==> config.mk <==
export PLATFORM = sky130hd
export DESIGN_NAME = brnext_unit
export DESIGN_NICKNAME = d
export VERILOG_FILES = /design/src/rtl/brnext_pkg.sv /design/src/rtl/brnext_decode.sv /design/src/rtl/brnext_immext.sv /design/src/rtl/brnext_target.sv /design/src/rtl/brnext_predict.sv /design/src/rtl/brnext_unit.sv
export SDC_FILE = /design/constraint.sdc
export NUM_CORES = 1
export LEC_CHECK = 0
export BUFFER_PORTS_ARGS = -buffer_cell sky130_fd_sc_hd__buf_2
export CAP_MARGIN = 20
export CELL_PAD_IN_SITES_DETAIL_PLACEMENT = 0
export CELL_PAD_IN_SITES_GLOBAL_PLACEMENT = 1
export CORE_MARGIN = 8
export CORE_UTILIZATION = 39
export DETAILED_ROUTE_END_ITERATION = 10
export PLACE_DENSITY_LB_ADDON = 0.1
export SETUP_SLACK_MARGIN = 0.5
export SLEW_MARGIN = 15
export SYNTH_ARGS = -nofsm -noshare
export SYNTH_HDL_FRONTEND = slang
export SYNTH_SLANG_ARGS = --single-unit
==> constraint.sdc <==
create_clock -name clk -period 0.8 [get_ports clk]
set_input_delay 0.08 -clock clk [delete_from_list [all_inputs] [get_ports clk]]
set_output_delay 0.08 -clock clk [all_outputs]
set_load 0.05 [all_outputs]
==> src/rtl/brnext_pkg.sv <==
package brnext_pkg;

   typedef enum logic [2:0] {
      BK_SEQ     = 3'd0,
      BK_UNC_IMM = 3'd1,
      BK_CND_IMM = 3'd2,
      BK_REG_LR  = 3'd3,
      BK_REG_CTR = 3'd4
   } br_kind_e;

   localparam int unsigned OPC_W    = 6;
   localparam int unsigned DISP_SHL = 2;

   localparam logic [1:0] SEL_LR  = 2'b01;
   localparam logic [1:0] SEL_CTR = 2'b10;

endpackage

==> src/rtl/brnext_decode.sv <==
module brnext_decode
   import brnext_pkg::*;
#(
   parameter int unsigned OPC_UNC = 18,
   parameter int unsigned OPC_CND = 16,
   parameter int unsigned OPC_REG = 19
) (
   input  logic [OPC_W-1:0] opc,
   input  logic [1:0]       reg_sel,
   output br_kind_e         kind
);

   localparam logic [OPC_W-1:0] C_UNC = OPC_W'(OPC_UNC);
   localparam logic [OPC_W-1:0] C_CND = OPC_W'(OPC_CND);
   localparam logic [OPC_W-1:0] C_REG = OPC_W'(OPC_REG);

   always_comb begin
      kind = BK_SEQ;
      if (opc == C_UNC) begin
         kind = BK_UNC_IMM;
      end else if (opc == C_CND) begin
         kind = BK_CND_IMM;
      end else if (opc == C_REG) begin
         case (reg_sel)
            SEL_LR:  kind = BK_REG_LR;
            SEL_CTR: kind = BK_REG_CTR;
            default: kind = BK_SEQ;
         endcase
      end
   end

endmodule

==> src/rtl/brnext_immext.sv <==
module brnext_immext #(
   parameter int unsigned FIELD_W = 24,
   parameter int unsigned SHIFT   = 2,
   parameter int unsigned ADDR_W  = 32
) (
   input  logic [FIELD_W-1:0] fld,
   output logic [ADDR_W-1:0]  ext
);

   localparam int unsigned PAD_W = ADDR_W - FIELD_W - SHIFT;

   if (ADDR_W < FIELD_W + SHIFT) begin : g_bad_width
      $error("brnext_immext: ADDR_W too small for field plus shift");
   end

   if (PAD_W == 0) begin : g_nopad
      assign ext = {fld, {SHIFT{1'b0}}};
   end else begin : g_pad
      assign ext = {{PAD_W{fld[FIELD_W-1]}}, fld, {SHIFT{1'b0}}};
   end

endmodule

==> src/rtl/brnext_target.sv <==
module brnext_target
   import brnext_pkg::*;
#(
   parameter int unsigned ADDR_W     = 32,
   parameter int unsigned ALIGN_BITS = 2
) (
   input  br_kind_e          kind,
   input  logic              abs_sel,
   input  logic [ADDR_W-1:0] cia,
   input  logic [ADDR_W-1:0] seq_addr,
   input  logic [ADDR_W-1:0] li_ext,
   input  logic [ADDR_W-1:0] bd_ext,
   input  logic [ADDR_W-1:0] lr_val,
   input  logic [ADDR_W-1:0] ctr_val,
   output logic [ADDR_W-1:0] target
);

   localparam logic [ADDR_W-1:0] REG_MASK = ~((ADDR_W'(1) << ALIGN_BITS) - ADDR_W'(1));

   logic [ADDR_W-1:0] base;
   logic [ADDR_W-1:0] disp;
   logic [ADDR_W-1:0] imm_tgt;

   assign base    = abs_sel ? '0 : cia;
   assign disp    = (kind == BK_UNC_IMM) ? li_ext : bd_ext;
   assign imm_tgt = base + disp;

   always_comb begin
      case (kind)
         BK_UNC_IMM, BK_CND_IMM: target = imm_tgt;
         BK_REG_LR:              target = lr_val & REG_MASK;
         BK_REG_CTR:             target = ctr_val & REG_MASK;
         default:                target = seq_addr;
      endcase
   end

endmodule

==> src/rtl/brnext_predict.sv <==
module brnext_predict
   import brnext_pkg::*;
(
   input  br_kind_e kind,
   input  logic     tests_cr,
   input  logic     tests_ctr,
   input  logic     disp_neg,
   input  logic     flip,
   output logic     taken
);

   logic tests_any;
   assign tests_any = tests_cr | tests_ctr;

   always_comb begin
      case (kind)
         BK_UNC_IMM:            taken = 1'b1;
         BK_CND_IMM:            taken = tests_any ? (disp_neg ^ flip) : 1'b1;
         BK_REG_LR, BK_REG_CTR: taken = tests_any ? flip : 1'b1;
         default:               taken = 1'b0;
      endcase
   end

endmodule

==> src/rtl/brnext_unit.sv <==
module brnext_unit
   import brnext_pkg::*;
#(
   parameter int unsigned ADDR_W     = 32,
   parameter int unsigned INSTR_W    = 32,
   parameter int unsigned OPC_UNC    = 18,
   parameter int unsigned OPC_CND    = 16,
   parameter int unsigned OPC_REG    = 19,
   parameter int unsigned ALIGN_BITS = 2,
   parameter bit          REG_OUT    = 1'b1
) (
   input  logic               clk,
   input  logic               rst_n,
   input  logic [ADDR_W-1:0]  cia,
   input  logic [INSTR_W-1:0] instr,
   input  logic [ADDR_W-1:0]  lr_in,
   input  logic [ADDR_W-1:0]  ctr_in,
   input  logic [1:0]         reg_tgt_sel,
   input  logic               tests_cr,
   input  logic               tests_ctr,
   input  logic               pred_flip,
   output logic [ADDR_W-1:0]  nia,
   output logic               pred_taken,
   output logic               lr_we,
   output logic [ADDR_W-1:0]  lr_wdata
);

   // Field positions in big-endian bit numbering (bit 0 = MSB).
   localparam int unsigned LI_FIRST = 6;
   localparam int unsigned LI_LAST  = 29;
   localparam int unsigned BD_FIRST = 16;
   localparam int unsigned BD_LAST  = 29;
   localparam int unsigned AA_POS   = 30;
   localparam int unsigned LK_POS   = 31;

   localparam int unsigned LI_W   = LI_LAST - LI_FIRST + 1;
   localparam int unsigned BD_W   = BD_LAST - BD_FIRST + 1;
   localparam int unsigned LI_HI  = INSTR_W - 1 - LI_FIRST;
   localparam int unsigned BD_HI  = INSTR_W - 1 - BD_FIRST;
   localparam int unsigned AA_IDX = INSTR_W - 1 - AA_POS;
   localparam int unsigned LK_IDX = INSTR_W - 1 - LK_POS;
   localparam logic [ADDR_W-1:0] STEP = ADDR_W'(INSTR_W / 8);

   if (INSTR_W != 32) begin : g_bad_instr
      $error("brnext_unit: instruction width must be 32");
   end
   if (ADDR_W < LI_W + DISP_SHL) begin : g_bad_addr
      $error("brnext_unit: address width too small for the immediate field");
   end
   if (ALIGN_BITS >= ADDR_W) begin : g_bad_align
      $error("brnext_unit: alignment wider than address");
   end

   br_kind_e          kind;
   logic [ADDR_W-1:0] li_ext;
   logic [ADDR_W-1:0] bd_ext;
   logic [ADDR_W-1:0] seq_addr;
   logic [ADDR_W-1:0] target;
   logic              taken_c;
   logic [ADDR_W-1:0] nia_c;
   logic              lr_we_c;
   logic [ADDR_W-1:0] lr_wd_c;

   assign seq_addr = cia + STEP;

   brnext_decode #(
      .OPC_UNC (OPC_UNC),
      .OPC_CND (OPC_CND),
      .OPC_REG (OPC_REG)
   ) u_decode (
      .opc     (instr[INSTR_W-1 -: OPC_W]),
      .reg_sel (reg_tgt_sel),
      .kind    (kind)
   );

   brnext_immext #(
      .FIELD_W (LI_W),
      .SHIFT   (DISP_SHL),
      .ADDR_W  (ADDR_W)
   ) u_li_ext (
      .fld (instr[LI_HI -: LI_W]),
      .ext (li_ext)
   );

   brnext_immext #(
      .FIELD_W (BD_W),
      .SHIFT   (DISP_SHL),
      .ADDR_W  (ADDR_W)
   ) u_bd_ext (
      .fld (instr[BD_HI -: BD_W]),
      .ext (bd_ext)
   );

   brnext_target #(
      .ADDR_W     (ADDR_W),
      .ALIGN_BITS (ALIGN_BITS)
   ) u_target (
      .kind     (kind),
      .abs_sel  (instr[AA_IDX]),
      .cia      (cia),
      .seq_addr (seq_addr),
      .li_ext   (li_ext),
      .bd_ext   (bd_ext),
      .lr_val   (lr_in),
      .ctr_val  (ctr_in),
      .target   (target)
   );

   brnext_predict u_predict (
      .kind      (kind),
      .tests_cr  (tests_cr),
      .tests_ctr (tests_ctr),
      .disp_neg  (instr[BD_HI]),
      .flip      (pred_flip),
      .taken     (taken_c)
   );

   assign nia_c   = taken_c ? target : seq_addr;
   assign lr_we_c = (kind != BK_SEQ) && instr[LK_IDX];
   assign lr_wd_c = lr_we_c ? seq_addr : '0;

   if (REG_OUT) begin : g_reg
      always_ff @(posedge clk or negedge rst_n) begin
         if (!rst_n) begin
            nia        <= '0;
            pred_taken <= 1'b0;
            lr_we      <= 1'b0;
            lr_wdata   <= '0;
         end else begin
            nia        <= nia_c;
            pred_taken <= taken_c;
            lr_we      <= lr_we_c;
            lr_wdata   <= lr_wd_c;
         end
      end
   end else begin : g_comb
      assign nia        = rst_n ? nia_c   : '0;
      assign pred_taken = rst_n & taken_c;
      assign lr_we      = rst_n & lr_we_c;
      assign lr_wdata   = rst_n ? lr_wd_c : '0;
   end

endmodule

### After elaboration in Yosys (flattened, before gate mapping)

Cells that the tools add are included.

| cells by class | value |
|---|---|
| add/sub/neg operators | 2 |
| $mul | 0 |
| divide/modulo/power cells | 0 |
| order comparisons | 0 |
| eq/ne operators | 9 |
| shifts and indexed selects | 0 |
| muxes and demuxes | 12 |
| bitwise operators | 2 |
| reductions and logical operators | 4 |

Operators by type and width:

| operator | number |
|---|---|
| two-way mux 32 bit | 4 |
| case mux 32 bit (3 select lines) | 1 |
| adder 32 x 3 -> 32 bit, second input constant | 1 |
| adder 32 bit | 1 |
| equality test 6 x 5 -> 1 bit, second input constant | 3 |
| two-way mux 3 bit | 3 |
| equality test 3 x 2 -> 1 bit, second input constant | 2 |
| case mux 3 bit (2 select lines) | 1 |
| OR reduction 2 bit | 2 |
| equality test 3 x 1 -> 1 bit, second input constant | 1 |
| equality test 3 bit, second input constant | 1 |
| case mux 1 bit (3 select lines) | 1 |
| nonzero test 3 bit | 1 |
| equality test 2 x 1 -> 1 bit, second input constant | 1 |
| equality test 2 bit, second input constant | 1 |
| two-way mux 1 bit | 2 |
| logical AND 1 bit | 1 |
| bitwise OR 1 bit | 1 |
| bitwise XOR 1 bit | 1 |

| word-level totals | value |
|---|---|
| bits in registers | 66 |
| latch bits | 0 |
| memory bits (writable) | 0 |
| memory bits (read-only) | 0 |
| memories | 0 |

### Logic depth before layout (Yosys ltp)

| logic depth | value |
|---|---|
| depth after elaboration | 10 |
| mapped depth | 16 |
| gate-level depth less buffers | 13 |

### Hierarchy

A second synthesis with hierarchy kept.

| unflattened totals | value |
|---|---|
| cells, all modules | 863 |
| area total of the unflattened synthesis | 6897.9 um^2 |

Modules (own cells, without submodules):

| module | times used | cells each | area each (um^2) | sequential area each (um^2) |
|---|---|---|---|---|
| brnext_target | 1 | 507 | 3365.7 | 0.0 |
| brnext_unit | 1 | 273 | 2902.8 | 1651.6 |
| brnext_immext | 2 | 33 | 244.0 | 0.0 |
| brnext_decode | 1 | 9 | 81.3 | 0.0 |
| brnext_predict | 1 | 8 | 60.1 | 0.0 |

### Worst setup path before layout

OpenSTA, ideal clock, no wires.

| timing path | value |
|---|---|
| path kind | input-to-reg |
| from | in instr[31] |
| to | reg nia[30] |
| arrival time | 3.374 ns |
| required time | 0.667 ns |
| slack | -2.708 ns |
| cell stages on the path | 16 |
| buffers on the path | 3 |
| cell sequence | nor4b_4 -> nor2b_1 -> clkbuf_1 -> clkbuf_1 -> a21boi_1 -> a31o_2 -> ha_1 -> clkbuf_1 -> a21oi_1 -> nand2_1 -> or3_1 -> o22ai_1 -> o31ai_1 -> a221oi_1 -> mux2i_1 -> o211ai_1 |

| between the ends | value |
|---|---|
| word-level cells in the longest chain between the ends | 9 |
| elaborated cells between the ends (all ways) | 17 |

Ends and longest elaborated chain:

| element | line | RTL |
|---|---|---|
| start, declared | brnext_unit.sv:15 | `input logic [INSTR_W-1:0] instr,` |
| equality test 6 x 5 -> 1 bit | brnext_decode.sv:23 | `end else if (opc == C_REG) begin` |
| two-way mux 3 bit | brnext_decode.sv:23 |  |
| two-way mux 3 bit | brnext_decode.sv:21 | `end else if (opc == C_CND) begin` |
| two-way mux 3 bit (*) | brnext_decode.sv:19 | `if (opc == C_UNC) begin` |
| equality test 3 x 1 -> 1 bit | brnext_target.sv:25, brnext_target.sv:29, brnext_predict.sv:16 |  |
| two-way mux 32 bit | brnext_target.sv:25 | `assign disp = (kind == BK_UNC_IMM) ? li_ext : bd_ext;` |
| adder 32 bit | brnext_target.sv:26 | `assign imm_tgt = base + disp;` |
| case mux 32 bit (3 select lines) | brnext_target.sv:29 | `case (kind)` |
| two-way mux 32 bit (*) | brnext_unit.sv:118 | `assign nia_c = taken_c ? target : seq_addr;` |
| named net nia_c[30] | brnext_unit.sv:60 | `logic [ADDR_W-1:0] nia_c;` |
| end signal, assigned | brnext_unit.sv:130 | `nia <= nia_c;` |
| end, declared | brnext_unit.sv:22 | `output logic [ADDR_W-1:0] nia,` |

The timed path passes the listed nets; every way through them passes the cells marked *.

### Final worst setup path

| timing path | value |
|---|---|
| from | in instr[29] |
| to | reg nia[24] |

The elaborated chain is that of the path after synthesis.

==> flow_summary.ini <==
[sta]
post-route-period-util = 3.501
grt_setup_unrepaired = yes
worst-slew-pin-transition_ns = 0.4718
max_freq_mhz = 357.1
timing.final.max_slew_violations = 0
setup_viol_count_final = 132
fin_hold_ws_ns = -0.2423
relative_slew_slack = 0.6855
timing.final.hold_violations = 68
finalWorstSetupSlack_ns = -2.000
timing.setup.tns_ns = -89.00
fin_crit_ns = 2.800

[synthesis]
mappedNetlistNets = 733
ys_types = 56
cell_accounting_for_the_most_synthesized_area = sky130_fd_sc_hd__dfrtp_1
yosysWarningCount = 0
ys_seq_area_frac = 0.3290
netlist_instances = 567
synth_enable_flop_cells = 0
async_reset_ff_frac = 1.000
netlist.area_leader.share = 0.3290
most_used_standard_cell_by_instance_count_after_synthesis = sky130_fd_sc_hd__dfrtp_1
post_synth_instance_area_mm2 = 0.005020
synth_seq_cells = 66
synth.cells.most_frequent = sky130_fd_sc_hd__dfrtp_1, sky130_fd_sc_hd__nor2_1, sky130_fd_sc_hd__nand2_1
yosys_most_used_dff = sky130_fd_sc_hd__dfrtp_1
yosys-top-cells-area = sky130_fd_sc_hd__dfrtp_1, sky130_fd_sc_hd__ha_1, sky130_fd_sc_hd__mux2i_1, sky130_fd_sc_hd__xor2_1, sky130_fd_sc_hd__nor2_1
synthesis.area_per_instance_um2 = 8.853

[die]
placeableCoreArea_mm2 = 0.01262
die_width_um = 129.5
design.portCount = 201
initial_core_utilization = 0.3978
chip_height_um = 129.5
rows = 41
total_die_area_mm2 = 0.01676

[pwr]
clock_power_share = 0.325
comb_power_share = 0.386
p_leak_uw = 0.004400
irDropWorstVdd_mv = 1.021
totalPowerFinal_uw = 12280
sw_frac_of_total = 0.3299
p_int_uw = 8231
power_density_mw_per_mm2 = 1234
seq_power_share = 0.289
switching_power_uw = 4052

[finish]
fin_nets = 1109
antenna_cell_count = 0
postLayoutCoreUtil = 0.7890
syn_to_final_growth_pct = 98.35
fill_cells = 830
multi_input_area_mm2 = 0.004365
final_layout_size_suffix_gt1_frac = 0.6646
seqCellArea_mm2 = 0.001733

[grt]
grt_start_max_net_pins = 67
first_global_vias = 6556
grt_pass1_wl_mm = 34.90
initial_antenna_violation_count = 0
grt_usage = 0.2694
globalRoute.totalOverflow = 0

[setup_path]
critical_path.max_stage_delay_ns = 0.38
path_cells = buf_6, nor4b_4, nor2b_4, a21boi_4, buf_12, a31o_4, ha_4, and3_4, buf_6, a311oi_4, a221oi_4, a31oi_1, xnor2_1, a222oi_1, mux2i_1
critical_path_buf_inv_count = 3
critPathLaunchType = input port
worst_setup_path_end_kind = flop
path_class = input port to flop
crit_slowest_cell = sky130_fd_sc_hd__a221oi_4
path_max_fanout = 6
worst_ep_required_time_ns = 1.01
crit_arrival_ns = 3.01
crit_top_cell = sky130_fd_sc_hd__buf_6
crit_family = compound AO/OA/AOI/OAI gates

[route]
post_drt_wl_per_cell_um = 20.84
drt_drc = 0
firstDrtPassIters = 6
wirelength_mm = 23.35
detailroute.via_count = 6200
detail_route.vias_per_cell = 5.536
ant_nets = 0
initialDrtViolationCount = 561

[clocking]
root_buffer = sky130_fd_sc_hd__clkbuf_16
cts.reportedPaths.clkPinSlew_ns = 0.05
cts_tree = yes
cts-root-to-sink-buffers = 2
tritoncts_num_sinks = 66
cts_max_level = 3
cts-buffers-inserted = 9

[flow_run]
maxCapViolCount = 0

[hold_path]
hold_path.class = input port to async pin

[placement]
numPortBuffers = 196
dp_worst_setup_slack_ns = -2.290
gp_congestion = 0.8741
dp_hpwl_mm = 16.75

[outcome]
failed_checks = negative hold slack, negative setup slack
outcome = finished, violations left
[state kept, by name, summed over array words and instances, names as in the netlist]
name and cells:
lr_we 1, pred_taken 1, nia 32, lr_wdata 32
[layout make-up]
cell class,count,share of cell area
clock buffers,12,0.02475
inverters,14,0.007037
clock inverters,4,0.005152
multi-input cells,457,0.4384
well taps,172,0.02161
flip-flops and latches,66,0.1740
repair buffers,395,0.3290
[metrics by stage]
step,std cells,hold WS (ns),instance area (µm²)
6_report,1120,-0.2423,9957
2_1_floorplan,567,-0.2156,5514
4_1_cts,1111,-0.2300,9412
3_3_place_gp,1058,0.1206,7772
3_5_place_dp,1058,0.1236,7772
5_1_grt,1120,-0.2056,9957
[cells in the final DEF (no fill, tap or decap), drive strengths merged, types with 3 or more instances in the layout]
cell type,instances
o211ai,8
xor2,27
mux2i,24
a31oi,5
o21ai,26
o31ai,3
o21a,3
and4,7
a21oi,36
and3,9
a21boi,3
clkbuf,12
a211oi,4
a222oi,21
xnor2,23
inv,13
nand3,21
a221o,3
dfrtp,66
clkinv,3
nand2,39
buf,395
ha,30
nand2b,9
nand4,9
nor2b,30
a21o,7
nor3,6
nor2,57
and2,8
a22o,3
a31o,10
a221oi,4
[power by group through the flow]
| stage | Clock [µW] | Sequential [µW] | Combinational (µW) |
|---|---|---|---|
| 2_1_floorplan | 0 | 4010 | 1570 |
| 3_3_place_gp | 0 | 3570 | 3630 |
| 3_5_place_dp | 0 | 3570 | 3670 |
| 4_1_cts | 4030 | 3540 | 4250 |
| 5_1_grt | 4180 | 3550 | 5020 |
| 6_report | 4000 | 3550 | 4740 |
[repair_timing]
item,in CTS,in global routing
pin swaps,61,58
resized for setup,245,92
buffers inserted,34,9
endpoints found under the hold margin,69,68
cloned,3,0
setup endpoints to repair,132,132
[metal layers]
metal / wire (µm) / vias up / global-route usage
li1: - / 2850 / -
met4: 327 / 0 / 0.06421
met1: 9761 / 3061 / 0.3455
met3: 1628 / 27 / 0.03985
met5: 0 / - / 0
met2: 11630 / 262 / 0.4657
[kinds of logic (layout without fill, tap and decap cells)]
logic type | Yosys count | count (layout) | synth area share
buffers and inverters | 44 | 425 | 0.03639
adder cells (fa/ha/maj) | 31 | 31 | 0.07876
flip-flops | 66 | 66 | 0.3290
multiplexers | 24 | 24 | 0.04786
AND/OR/NAND/NOR | 205 | 205 | 0.2109
AO/OA/AOI/OAI | 147 | 147 | 0.2099
XOR/XNOR | 50 | 50 | 0.08724
[how the worst max path moves through the flow]
stage | from | to | slack [ns] | cells after the start
global route | instr[29] | nia[24] | -2.12 | 15
CTS | instr[28] | nia[30] | -1.90 | 15
detailed placement | instr[28] | nia[31] | -2.29 | 14
floorplan | instr[28] | nia[30] | -2.10 | 16
global placement | instr[28] | nia[31] | -2.20 | 14
finish | instr[29] | nia[24] | -2.00 | 15
Note: power is estimated with default switching activity, not from simulation.
